<file path="config.mk">
export PLATFORM = sky130hd
export DESIGN_NAME = err_cnt_bank
export DESIGN_NICKNAME = d
export VERILOG_FILES = /design/src/rtl/ecb_pkg.sv /design/src/rtl/ecb_ctrl.sv /design/src/rtl/ecb_datapath.sv /design/src/rtl/err_cnt_bank.sv
export SDC_FILE = /design/constraint.sdc
export NUM_CORES = 1
export LEC_CHECK = 0
export ABC_AREA = 1
export CAP_MARGIN = 20
export CORE_ASPECT_RATIO = 0.6
export CORE_MARGIN = 8
export CORE_UTILIZATION = 40
export DETAILED_ROUTE_END_ITERATION = 6
export PLACE_DENSITY = 0.6
export SLEW_MARGIN = 10
export SYNTH_ARGS = -nofsm -noshare
export SYNTH_HDL_FRONTEND = slang
export SYNTH_HIERARCHICAL = 1
export SYNTH_SLANG_ARGS = --single-unit
</file>
<file path="constraint.sdc">
create_clock -name clk -period 3.8 [get_ports clk]
set_input_delay 0.38 -clock clk [delete_from_list [all_inputs] [get_ports clk]]
set_output_delay 0.38 -clock clk [all_outputs]
set_load 0.01 [all_outputs]
</file>
<file path="src/rtl/ecb_pkg.sv">
package ecb_pkg;
  localparam int ADDR_W = 5;
  localparam logic [ADDR_W-1:0] A_CTRL    = 5'd16;
  localparam logic [ADDR_W-1:0] A_EVTMASK = 5'd17;
  localparam logic [ADDR_W-1:0] A_OVFMASK = 5'd18;
  localparam logic [ADDR_W-1:0] A_EVTPEND = 5'd19;
  localparam logic [ADDR_W-1:0] A_OVFLAT  = 5'd20;

  typedef struct packed {
    logic cntWrite;
    logic holdClr;
    logic snapTake;
    logic evtRdClr;
    logic ovfRdClr;
  } dpStrobe_t;
endpackage

</file>
<file path="src/rtl/ecb_ctrl.sv">
module ecb_ctrl
  import ecb_pkg::*;
#(
  parameter int NUM_CNT = 9,
  parameter int CNT_W   = 8,
  parameter int SNAP_N  = 4,
  parameter int DATA_W  = 9
) (
  input  logic                          clk,
  input  logic                          rstN,
  input  logic                          secTick,
  input  logic                          wrEn,
  input  logic [ADDR_W-1:0]             wrAddr,
  input  logic [DATA_W-1:0]             wrData,
  input  logic                          rdEn,
  input  logic [ADDR_W-1:0]             rdAddr,
  input  logic [NUM_CNT-1:0][CNT_W-1:0] cntVal,
  input  logic [SNAP_N-1:0][CNT_W-1:0]  snapVal,
  input  logic [NUM_CNT-1:0]            evtPend,
  input  logic [NUM_CNT-1:0]            ovfLat,
  output dpStrobe_t                     strb,
  output logic [NUM_CNT-1:0]            cntSel,
  output logic [CNT_W-1:0]              wrValue,
  output logic [NUM_CNT-1:0]            evtMask,
  output logic [NUM_CNT-1:0]            ovfMask,
  output logic [DATA_W-1:0]             rdData
);
  logic globalClr;
  logic [DATA_W-1:0] rdNext;

  // control and mask registers
  always_ff @(posedge clk) begin
    if (!rstN) begin
      globalClr <= 1'b0;
      evtMask   <= '1;
      ovfMask   <= '1;
    end else if (wrEn) begin
      if (wrAddr == A_CTRL)    globalClr <= wrData[0];
      if (wrAddr == A_EVTMASK) evtMask   <= wrData[NUM_CNT-1:0];
      if (wrAddr == A_OVFMASK) ovfMask   <= wrData[NUM_CNT-1:0];
    end
  end

  // counter write select, one-hot
  for (genvar i = 0; i < NUM_CNT; i++) begin : g_sel
    assign cntSel[i] = wrEn && !globalClr && (wrAddr == ADDR_W'(i));
  end

  assign wrValue       = wrData[CNT_W-1:0];
  assign strb.cntWrite = |cntSel;
  assign strb.holdClr  = globalClr;
  assign strb.snapTake = secTick;
  assign strb.evtRdClr = rdEn && (rdAddr == A_EVTPEND);
  assign strb.ovfRdClr = rdEn && (rdAddr == A_OVFLAT);

  // read mux
  always_comb begin
    rdNext = '0;
    for (int i = 0; i < NUM_CNT; i++)
      if (rdAddr == ADDR_W'(i)) rdNext = DATA_W'(cntVal[i]);
    for (int j = 0; j < SNAP_N; j++)
      if (rdAddr == ADDR_W'(NUM_CNT + j)) rdNext = DATA_W'(snapVal[j]);
    case (rdAddr)
      A_CTRL:    rdNext = DATA_W'(globalClr);
      A_EVTMASK: rdNext = DATA_W'(evtMask);
      A_OVFMASK: rdNext = DATA_W'(ovfMask);
      A_EVTPEND: rdNext = DATA_W'(evtPend);
      A_OVFLAT:  rdNext = DATA_W'(ovfLat);
      default: ;
    endcase
  end

  always_ff @(posedge clk) begin
    if (!rstN)     rdData <= '0;
    else if (rdEn) rdData <= rdNext;
  end

  // the latch value reaches rdData one cycle after the read
  p_rd_latch_r11: assert property (@(posedge clk) disable iff (!rstN)
    (rdEn && rdAddr == A_OVFLAT) |=> (rdData == DATA_W'($past(ovfLat))));

  // no counter write passes while the clear is held
  p_no_write_in_clr_r4: assert property (@(posedge clk) disable iff (!rstN)
    strb.holdClr |-> !strb.cntWrite);
endmodule

</file>
<file path="src/rtl/ecb_datapath.sv">
module ecb_datapath
  import ecb_pkg::*;
#(
  parameter int NUM_CNT = 9,
  parameter int CNT_W   = 8,
  parameter int SNAP_N  = 4
) (
  input  logic                          clk,
  input  logic                          rstN,
  input  logic [NUM_CNT-1:0]            errIn,
  input  dpStrobe_t                     strb,
  input  logic [NUM_CNT-1:0]            cntSel,
  input  logic [CNT_W-1:0]              wrValue,
  output logic [NUM_CNT-1:0][CNT_W-1:0] cntVal,
  output logic [SNAP_N-1:0][CNT_W-1:0]  snapVal,
  output logic [NUM_CNT-1:0]            evtPend,
  output logic [NUM_CNT-1:0]            ovfLat
);
  localparam logic [CNT_W-1:0] CNT_MAX = '1;

  logic [NUM_CNT-1:0] evtHit;
  logic [NUM_CNT-1:0] ovfHit;

  for (genvar i = 0; i < NUM_CNT; i++) begin : g_cnt
    logic doWrite;
    assign doWrite   = strb.cntWrite && cntSel[i];
    assign evtHit[i] = !strb.holdClr && errIn[i];
    assign ovfHit[i] = evtHit[i] && !doWrite && (cntVal[i] == CNT_MAX);

    always_ff @(posedge clk) begin
      if (!rstN || strb.holdClr) cntVal[i] <= '0;
      else if (doWrite)          cntVal[i] <= wrValue;
      else if (errIn[i])         cntVal[i] <= cntVal[i] + CNT_W'(1);
    end

    // wrap to zero and record the overflow
    p_wrap_r6: assert property (@(posedge clk) disable iff (!rstN)
      ovfHit[i] |=> (cntVal[i] == '0) && ovfLat[i]);

    // a write beats a same-cycle pulse
    p_preset_r9: assert property (@(posedge clk) disable iff (!rstN)
      (doWrite && !strb.holdClr) |=> (cntVal[i] == $past(wrValue)));
  end

  // flag registers: clear on read, new hits land after the clear
  always_ff @(posedge clk) begin
    if (!rstN) begin
      evtPend <= '0;
      ovfLat  <= '0;
    end else begin
      evtPend <= (strb.evtRdClr ? '0 : evtPend) | evtHit;
      ovfLat  <= (strb.ovfRdClr ? '0 : ovfLat)  | ovfHit;
    end
  end

  for (genvar j = 0; j < SNAP_N; j++) begin : g_snap
    always_ff @(posedge clk) begin
      if (!rstN)              snapVal[j] <= '0;
      else if (strb.snapTake) snapVal[j] <= cntVal[j];
    end
  end

  // snapshot only moves on a tick
  p_snap_hold_r3: assert property (@(posedge clk) disable iff (!rstN)
    !strb.snapTake |=> $stable(snapVal));

  // counters read zero after a held clear
  p_hold_zero_r4: assert property (@(posedge clk) disable iff (!rstN)
    strb.holdClr |=> (cntVal == '0));

  // an event raised during a clearing read survives
  p_evt_keep_r10: assert property (@(posedge clk) disable iff (!rstN)
    (strb.evtRdClr && evtHit != '0) |=> ((evtPend & $past(evtHit)) == $past(evtHit)));
endmodule

</file>
<file path="src/rtl/err_cnt_bank.sv">
module err_cnt_bank
  import ecb_pkg::*;
#(
  parameter int NUM_CNT = 9,
  parameter int CNT_W   = 8,
  parameter int SNAP_N  = 4,
  localparam int DATA_W = (NUM_CNT > CNT_W) ? NUM_CNT : CNT_W
) (
  input  logic               clk,
  input  logic               rstN,
  input  logic [NUM_CNT-1:0] errIn,
  input  logic               secTick,
  input  logic               wrEn,
  input  logic [ADDR_W-1:0]  wrAddr,
  input  logic [DATA_W-1:0]  wrData,
  input  logic               rdEn,
  input  logic [ADDR_W-1:0]  rdAddr,
  output logic [DATA_W-1:0]  rdData,
  output logic               irq
);
  dpStrobe_t                     strb;
  logic [NUM_CNT-1:0]            cntSel;
  logic [CNT_W-1:0]              wrValue;
  logic [NUM_CNT-1:0][CNT_W-1:0] cntVal;
  logic [SNAP_N-1:0][CNT_W-1:0]  snapVal;
  logic [NUM_CNT-1:0]            evtPend, ovfLat, evtMask, ovfMask;

  ecb_ctrl #(.NUM_CNT(NUM_CNT), .CNT_W(CNT_W), .SNAP_N(SNAP_N), .DATA_W(DATA_W)) uCtrl (
    .clk(clk), .rstN(rstN), .secTick(secTick), .wrEn(wrEn), .wrAddr(wrAddr),
    .wrData(wrData), .rdEn(rdEn), .rdAddr(rdAddr), .cntVal(cntVal),
    .snapVal(snapVal), .evtPend(evtPend), .ovfLat(ovfLat), .strb(strb),
    .cntSel(cntSel), .wrValue(wrValue), .evtMask(evtMask), .ovfMask(ovfMask),
    .rdData(rdData)
  );

  ecb_datapath #(.NUM_CNT(NUM_CNT), .CNT_W(CNT_W), .SNAP_N(SNAP_N)) uData (
    .clk(clk), .rstN(rstN), .errIn(errIn), .strb(strb), .cntSel(cntSel),
    .wrValue(wrValue), .cntVal(cntVal), .snapVal(snapVal),
    .evtPend(evtPend), .ovfLat(ovfLat)
  );

  assign irq = |(evtPend & ~evtMask) || |(ovfLat & ~ovfMask);

  // with every mask set the line stays low
  p_masked_quiet_r7: assert property (@(posedge clk) disable iff (!rstN)
    (&evtMask && &ovfMask) |-> !irq);
endmodule

</file>
[Word-level counts from Yosys, hierarchy flattened]
Index checks and enable logic that the tools add are counted.
Widths: inputs -> output; s select.
Storage, ports and cells
  word-level logic and storage cells: 183
  register bits: 150
  output and inout port bits: 10
  input bits: 33
Cells by class
  reduce and logical (&&, ||, !) cells: 78
  eq/ne operators: 37
  $add $sub $neg: 9
  bitwise gates (word level): 6
  multiplexer cells: 34
Operator list (number)
  $mux 8: 31
  $add 8x1->8 const B: 9
  $eq 8x8->1 const B: 9
  $logic_and 1x1->1: 48
  $pmux 9 s5: 1
  $eq 5x3->1 const B: 8
  $eq 5x5->1 const B: 8
  $eq 5x4->1 const B: 6
  $reduce_or 9->1: 3
  $eq 5x2->1 const B: 4
  $and 9x9->9: 2
  $mux 9: 2
  $not 9->9: 2
  $or 9x9->9: 2
  $reduce_bool 2->1: 9
  $logic_not 1->1: 11
  $eq 5x1->1 const B: 2
  $logic_not 5->1: 2
  $reduce_and 2->1: 3
  $logic_or 1x1->1: 2

[Longest topological paths before layout]
  depth in word-level cells: 15
  depth in mapped cells: 14
  depth with buffers taken out: 13

[By module]
Netlist, hierarchy kept.
Modules (own cells, without submodules)
  ecb_datapath: sequential area each 2442.3 µm², instances 1, area an instance 6189.7 µm², cells each 928
  ecb_ctrl: sequential area each 560.5 µm², instances 1, area an instance 2439.8 µm², cells each 428
  err_cnt_bank: sequential area each 0.0 µm², instances 1, area an instance 190.2 µm², cells each 47

[Worst setup path after synthesis]
OpenSTA, ideal clock, no wires.
  path kind: input-to-reg
  start: input port wrEn
  end: register uData/cntVal[24] (netlist bit)
  path buffers: 0
  data required time: 3685 ps
  arrival time: 1460 ps
  cell stages on the path: 9
  setup time: 115 ps
  setup slack: 2225 ps
  cells stage by stage: nand2_1 -> nor2_1 -> nand2_1 -> nor3_1 -> nand2_4 -> inv_1 -> nor3_1 -> o21ai_0 -> inv_1
On the way
  cells in the longest elaborated chain, start to end: 5
  elaborated cells between the ends (all ways): 14
  classes of those cells: mux (1); reduce/logical (13)
Ends and longest elaborated chain
  from (decl): RTL line err_cnt_bank.sv:13  | input logic wrEn,
  $logic_and 1x1->1 * (2 in a row): RTL line ecb_ctrl.sv:46  | assign cntSel[i] = wrEn && !globalClr && (wrAddr == ADDR_W'(i));
  net cntSel[3]: RTL line err_cnt_bank.sv:22  | logic [NUM_CNT-1:0] cntSel;
  $reduce_or 9->1: RTL line ecb_ctrl.sv:50  | assign strb.cntWrite = |cntSel;
  $logic_and 1x1->1 *: RTL line ecb_datapath.sv:26  | assign doWrite = strb.cntWrite && cntSel[i];
  $mux 8 / $reduce_bool 2->1 (equally long branches)
  to (signal, indexed assignment): RTL line ecb_datapath.sv:32  | else if (doWrite) cntVal[i] <= wrValue;
  to (signal, indexed assignment): RTL line ecb_datapath.sv:33  | else if (errIn[i]) cntVal[i] <= cntVal[i] + CNT_W'(1);
  to (decl): RTL line ecb_datapath.sv:14  | output logic [NUM_CNT-1:0][CNT_W-1:0] cntVal,
Mark *: on every way through the listed nets, which the timed path passes. The rest lies on a longest branch.
A chain may end at the register's enable or synchronous reset.

[Worst setup path after layout]
  start: input port rdAddr[4]
  end: register uCtrl.rdData[1]
On the way
  cells in the longest elaborated chain, start to end: 15
  elaborated cells between the ends (all ways): 32
  classes of those cells: eq/ne (17); mux (14); reduce/logical (1)
Ends and longest elaborated chain
  from (decl): RTL line err_cnt_bank.sv:17  | input logic [ADDR_W-1:0] rdAddr,
  $logic_not 5->1: RTL line ecb_ctrl.sv:60  | if (rdAddr == ADDR_W'(i)) rdNext = DATA_W'(cntVal[i]);
  $mux 8 (9 in a row): RTL line ecb_ctrl.sv:60
  $mux 8 (4 in a row): RTL line ecb_ctrl.sv:62  | if (rdAddr == ADDR_W'(NUM_CNT + j)) rdNext = DATA_W'(snapVal[j]);
  $pmux 9 s5 *: RTL line ecb_ctrl.sv:63  | case (rdAddr)
  to (signal assigned): RTL line ecb_ctrl.sv:75  | else if (rdEn) rdData <= rdNext;
  to (decl): RTL line ecb_ctrl.sv:26  | output logic [DATA_W-1:0] rdData
Mark *: on every way between the ends. The rest lies on a longest branch, timed or not.

==> impl_metrics.json <==
{
  "fin_crit_sh_pct": 66.7,
  "powerDensity_nw_per_um2": 393,
  "clock-sinks": 150,
  "vias_per_cell": 5.50,
  "synthesis.area_sq_um": 8820,
  "swShare_pct": 26.5,
  "ant_nets": 0,
  "postCtsHoldBufs": 0,
  "cpMostUsedCell": "nor2_1",
  "clkTransAtPathRegs_ns": 0.06,
  "worstPathCellList": "clkdlybuf4s50_1 > inv_2 > nand3_2 > nor2_2 > nand2_1 > nand2_1 > a21oi_1 > nand4_1 > nor2_1 > nand3_1 > nor2_1 > nand4_1 > nor2_1 > nor2_1",
  "hpwl_um": 25700,
  "placed_cell_area_sq_um": 9400,
  "path_max_fanout": 7,
  "initial_core_util_pct": 40.3,
  "period_needed_ns": 2.53,
  "ys.flop_type": "dfxtp_1",
  "worstSetupPathType": "in2reg",
  "drt_iter0_markers": 1163,
  "place_ws_ns": 0.500,
  "dpl.cell_count": 1696,
  "grt_pass1_wl_um": 52100,
  "rsz0062_at_grt": "no",
  "row_count": 42,
  "yosys_warnings": 6,
  "ys_seq_area_share_pct": 34.0,
  "pwr-share-comb_pct": 9.4,
  "ys_types": 39,
  "die_y_um": 131,
  "fin_area_sq_um": 10000,
  "cp_top_family": "simple AND/OR/NAND/NOR gates",
  "grt_max_degree": 40,
  "grt_pass1_vias": 8402,
  "post_cts_buffers": 0,
  "switching_power_mw": 1.04,
  "antennaDiodeCount": 0,
  "layout-drive-gt1-share_pct": 6.80,
  "fin_ws_ns": 1.27,
  "post_cts_resized": 0,
  "vdd_drop_max_mv": 0.295,
  "intPower_mw": 2.90,
  "pin_count": 43,
  "yosys_register_bits": 150,
  "async_flop_share_pct": 0,
  "first_pass_iters": 5,
  "fillers": 2324,
  "core_region_area_sq_um": 21900,
  "end_kind": "flip-flop",
  "seq_power_share_pct": 42.7,
  "die_w_um": 208,
  "critPathBufInv": 2,
  "area_delta_synth_final_pct": 13.8,
  "clock-skew-final_ns": 0.00785,
  "maxSlewViolCount": 0,
  "antenna_found_initial": 0,
  "totalWireLength_um": 34700,
  "cts_buffers": 17,
  "max_slew_margin_pct": 25.9,
  "tritoncts": "built",
  "wire_per_inst_um": 20.1,
  "p_leak_nw": 4.29,
  "synth_cells": 1403,
  "cp_data_arrival_time_ns": 2.87,
  "vias": 9511,
  "overflow": 0,
  "crit_slowest_cell": "clkdlybuf4s50_1",
  "synth_edf_count": 0,
  "min_path_type": "reg2reg",
  "postSynthAreaPerCell_sq_um": 6.29,
  "cp.required_ns": 4.13,
  "die_area_sq_um": 27200,
  "fmax_mhz": 395,
  "cp-start-kind": "input pin",
  "crit_path_max_incr_delay_ns": 0.62,
  "totalNegativeSetupSlack_ns": 0,
  "worstMarginPinSlew_ns": 1.11,
  "final_util_pct": 45.9,
  "finalSetupViolCount": 0,
  "final_hold_viol_count": 0,
  "p_clk_share_pct": 47.9,
  "htree_levels": 4,
  "place_congestion": 0.971,
  "drc": 0,
  "max_cap_viol_count": 0,
  "root_buffer": "clkbuf_16",
  "instances_no_fill": 1728,
  "clock_path_buffers": 2,
  "clk_latency_ns": 0.44,
  "nets": 1472,
  "status": "complete, no violations",
  "numPortBuffers": 42,
  "grtUsageTotal_pct": 25.3,
  "syn_nets": 1445
}
[worst reg2reg max path, cell delays in order, from the launching register on]
cell,delay (ns)
dfxtp_1,0.45
inv_1,0.20
nand2_1,0.07
nor2_1,0.16
inv_1,0.07
a21oi_1,0.35
buf_4,0.27
nand2_1,0.25
inv_1,0.25
nor2_1,0.08
nand2_1,0.07
nand3_1,0.07
nand2_1,0.07
inv_1,0.03
[per-stage QoR]
stage	power, mW	hold WS [ns]
2_1_floorplan	1.91	0.451
3_3_place_gp	2.08	0.456
3_5_place_dp	2.07	0.468
4_1_cts	3.95	0.475
5_1_grt	4.07	0.493
6_report	3.95	0.472
[kinds of logic (layout without fill, tap and decap cells)]
| logic type | count (synthesis) | in the layout | share of synthesized area (%) |
|---|---|---|---|
| compound gates | 256 | 256 | 15.6 |
| xor+xnor | 9 | 9 | 0.894 |
| flops | 150 | 150 | 34.0 |
| simple gates | 712 | 712 | 35.9 |
| fa+ha+maj | 9 | 9 | 1.28 |
| buf+inv | 267 | 306 | 12.3 |
[flip-flops by register name, summed over array words and instances (netlist names)]
signal           flops
uCtrl/rdData         9
uCtrl/evtMask        9
uData/evtPend        9
uCtrl/ovfMask        9
uData/snapVal       32
uData/ovfLat         9
uCtrl/globalClr      1
uData/cntVal        72
[cells in the final DEF, fill, tap and decap left out, drive strengths merged]
cell,synthesis,layout
nor3,21,21
inv,215,216
a211oi,1,1
nor3b,1,1
ha,9,9
clkdlybuf4s50,0,41
clkinvlp,0,3
nor4,1,1
bufinv,0,5
nand2,384,384
dfxtp,150,150
o21ai,98,98
a31oi,8,8
clkinv,12,16
xor2,9,9
a22o,3,3
o21bai,4,4
clkbuf,15,18
nand4,39,39
buf,25,7
nand3,125,125
a221oi,8,8
and3,1,1
or2,1,1
o22ai,23,23
o211ai,1,1
a21oi,110,110
nor2,139,139
[power groups by stage]
stage	sequential (mW)	combinational, mW	clock (mW)
finish	1.68	0.372	1.89
detailed placement	1.71	0.360	0
global placement	1.72	0.361	0
CTS	1.68	0.362	1.91
floorplan	1.69	0.223	0
global route	1.69	0.404	1.98
[layer usage]
layer / share of wire (%) / track usage [%]
met1: 50 / 38.4
met2: 37 / 33.7
met3: 11 / 7.31
met4: 1.3 / 5.82
met5: 0 / 0
[worst paths after layout]
kind | from | slack [ns] | endpoint | depth (start not counted)
setup / recovery | rdAddr[4] | 1.27 | uCtrl/rdData[1] | 14
hold reg to reg | uCtrl/rdData[3] | 0.47 | uCtrl/rdData[3] | 2
setup reg to reg | uCtrl/globalClr | 1.32 | uData/cntVal[47] | 13
hold / removal | uCtrl/rdData[3] | 0.47 | uCtrl/rdData[3] | 2
[final cells by class]
class / count / area [sq um] / share of cell area, %
clock buffer: 18 / 429 / 4.27
clock inverter: 13 / 205 / 2.04
inverter: 227 / 855 / 8.51
multi-input combinational: 986 / 4730 / 47.1
sequential: 150 / 3000 / 29.9
tap: 286 / 358 / 3.56
timing repair buffer: 48 / 460 / 4.59
[synth_stat cells, types with 4 or more instances]
cell type | instances | area [sq um]
ha_1 | 9 | 113
dfxtp_1 | 150 | 3000
nand2_1 | 370 | 1390
o21ai_0 | 96 | 480
buf_4 | 13 | 97.6
nor3_1 | 17 | 85.1
nand3_1 | 124 | 621
nand4_1 | 38 | 238
inv_2 | 21 | 78.8
nor2_2 | 5 | 31.3
o21bai_1 | 4 | 30.0
nor2_1 | 121 | 454
inv_1 | 193 | 724
nand2_2 | 12 | 75.1
clkbuf_1 | 15 | 56.3
nor2_4 | 13 | 146
clkinv_1 | 12 | 45.0
xor2_1 | 9 | 78.8
o22ai_1 | 23 | 144
buf_2 | 8 | 40.0
a21oi_1 | 110 | 551
a221oi_1 | 8 | 70.1
a31oi_1 | 8 | 50.1
Power figures use the tool's default switching activity.
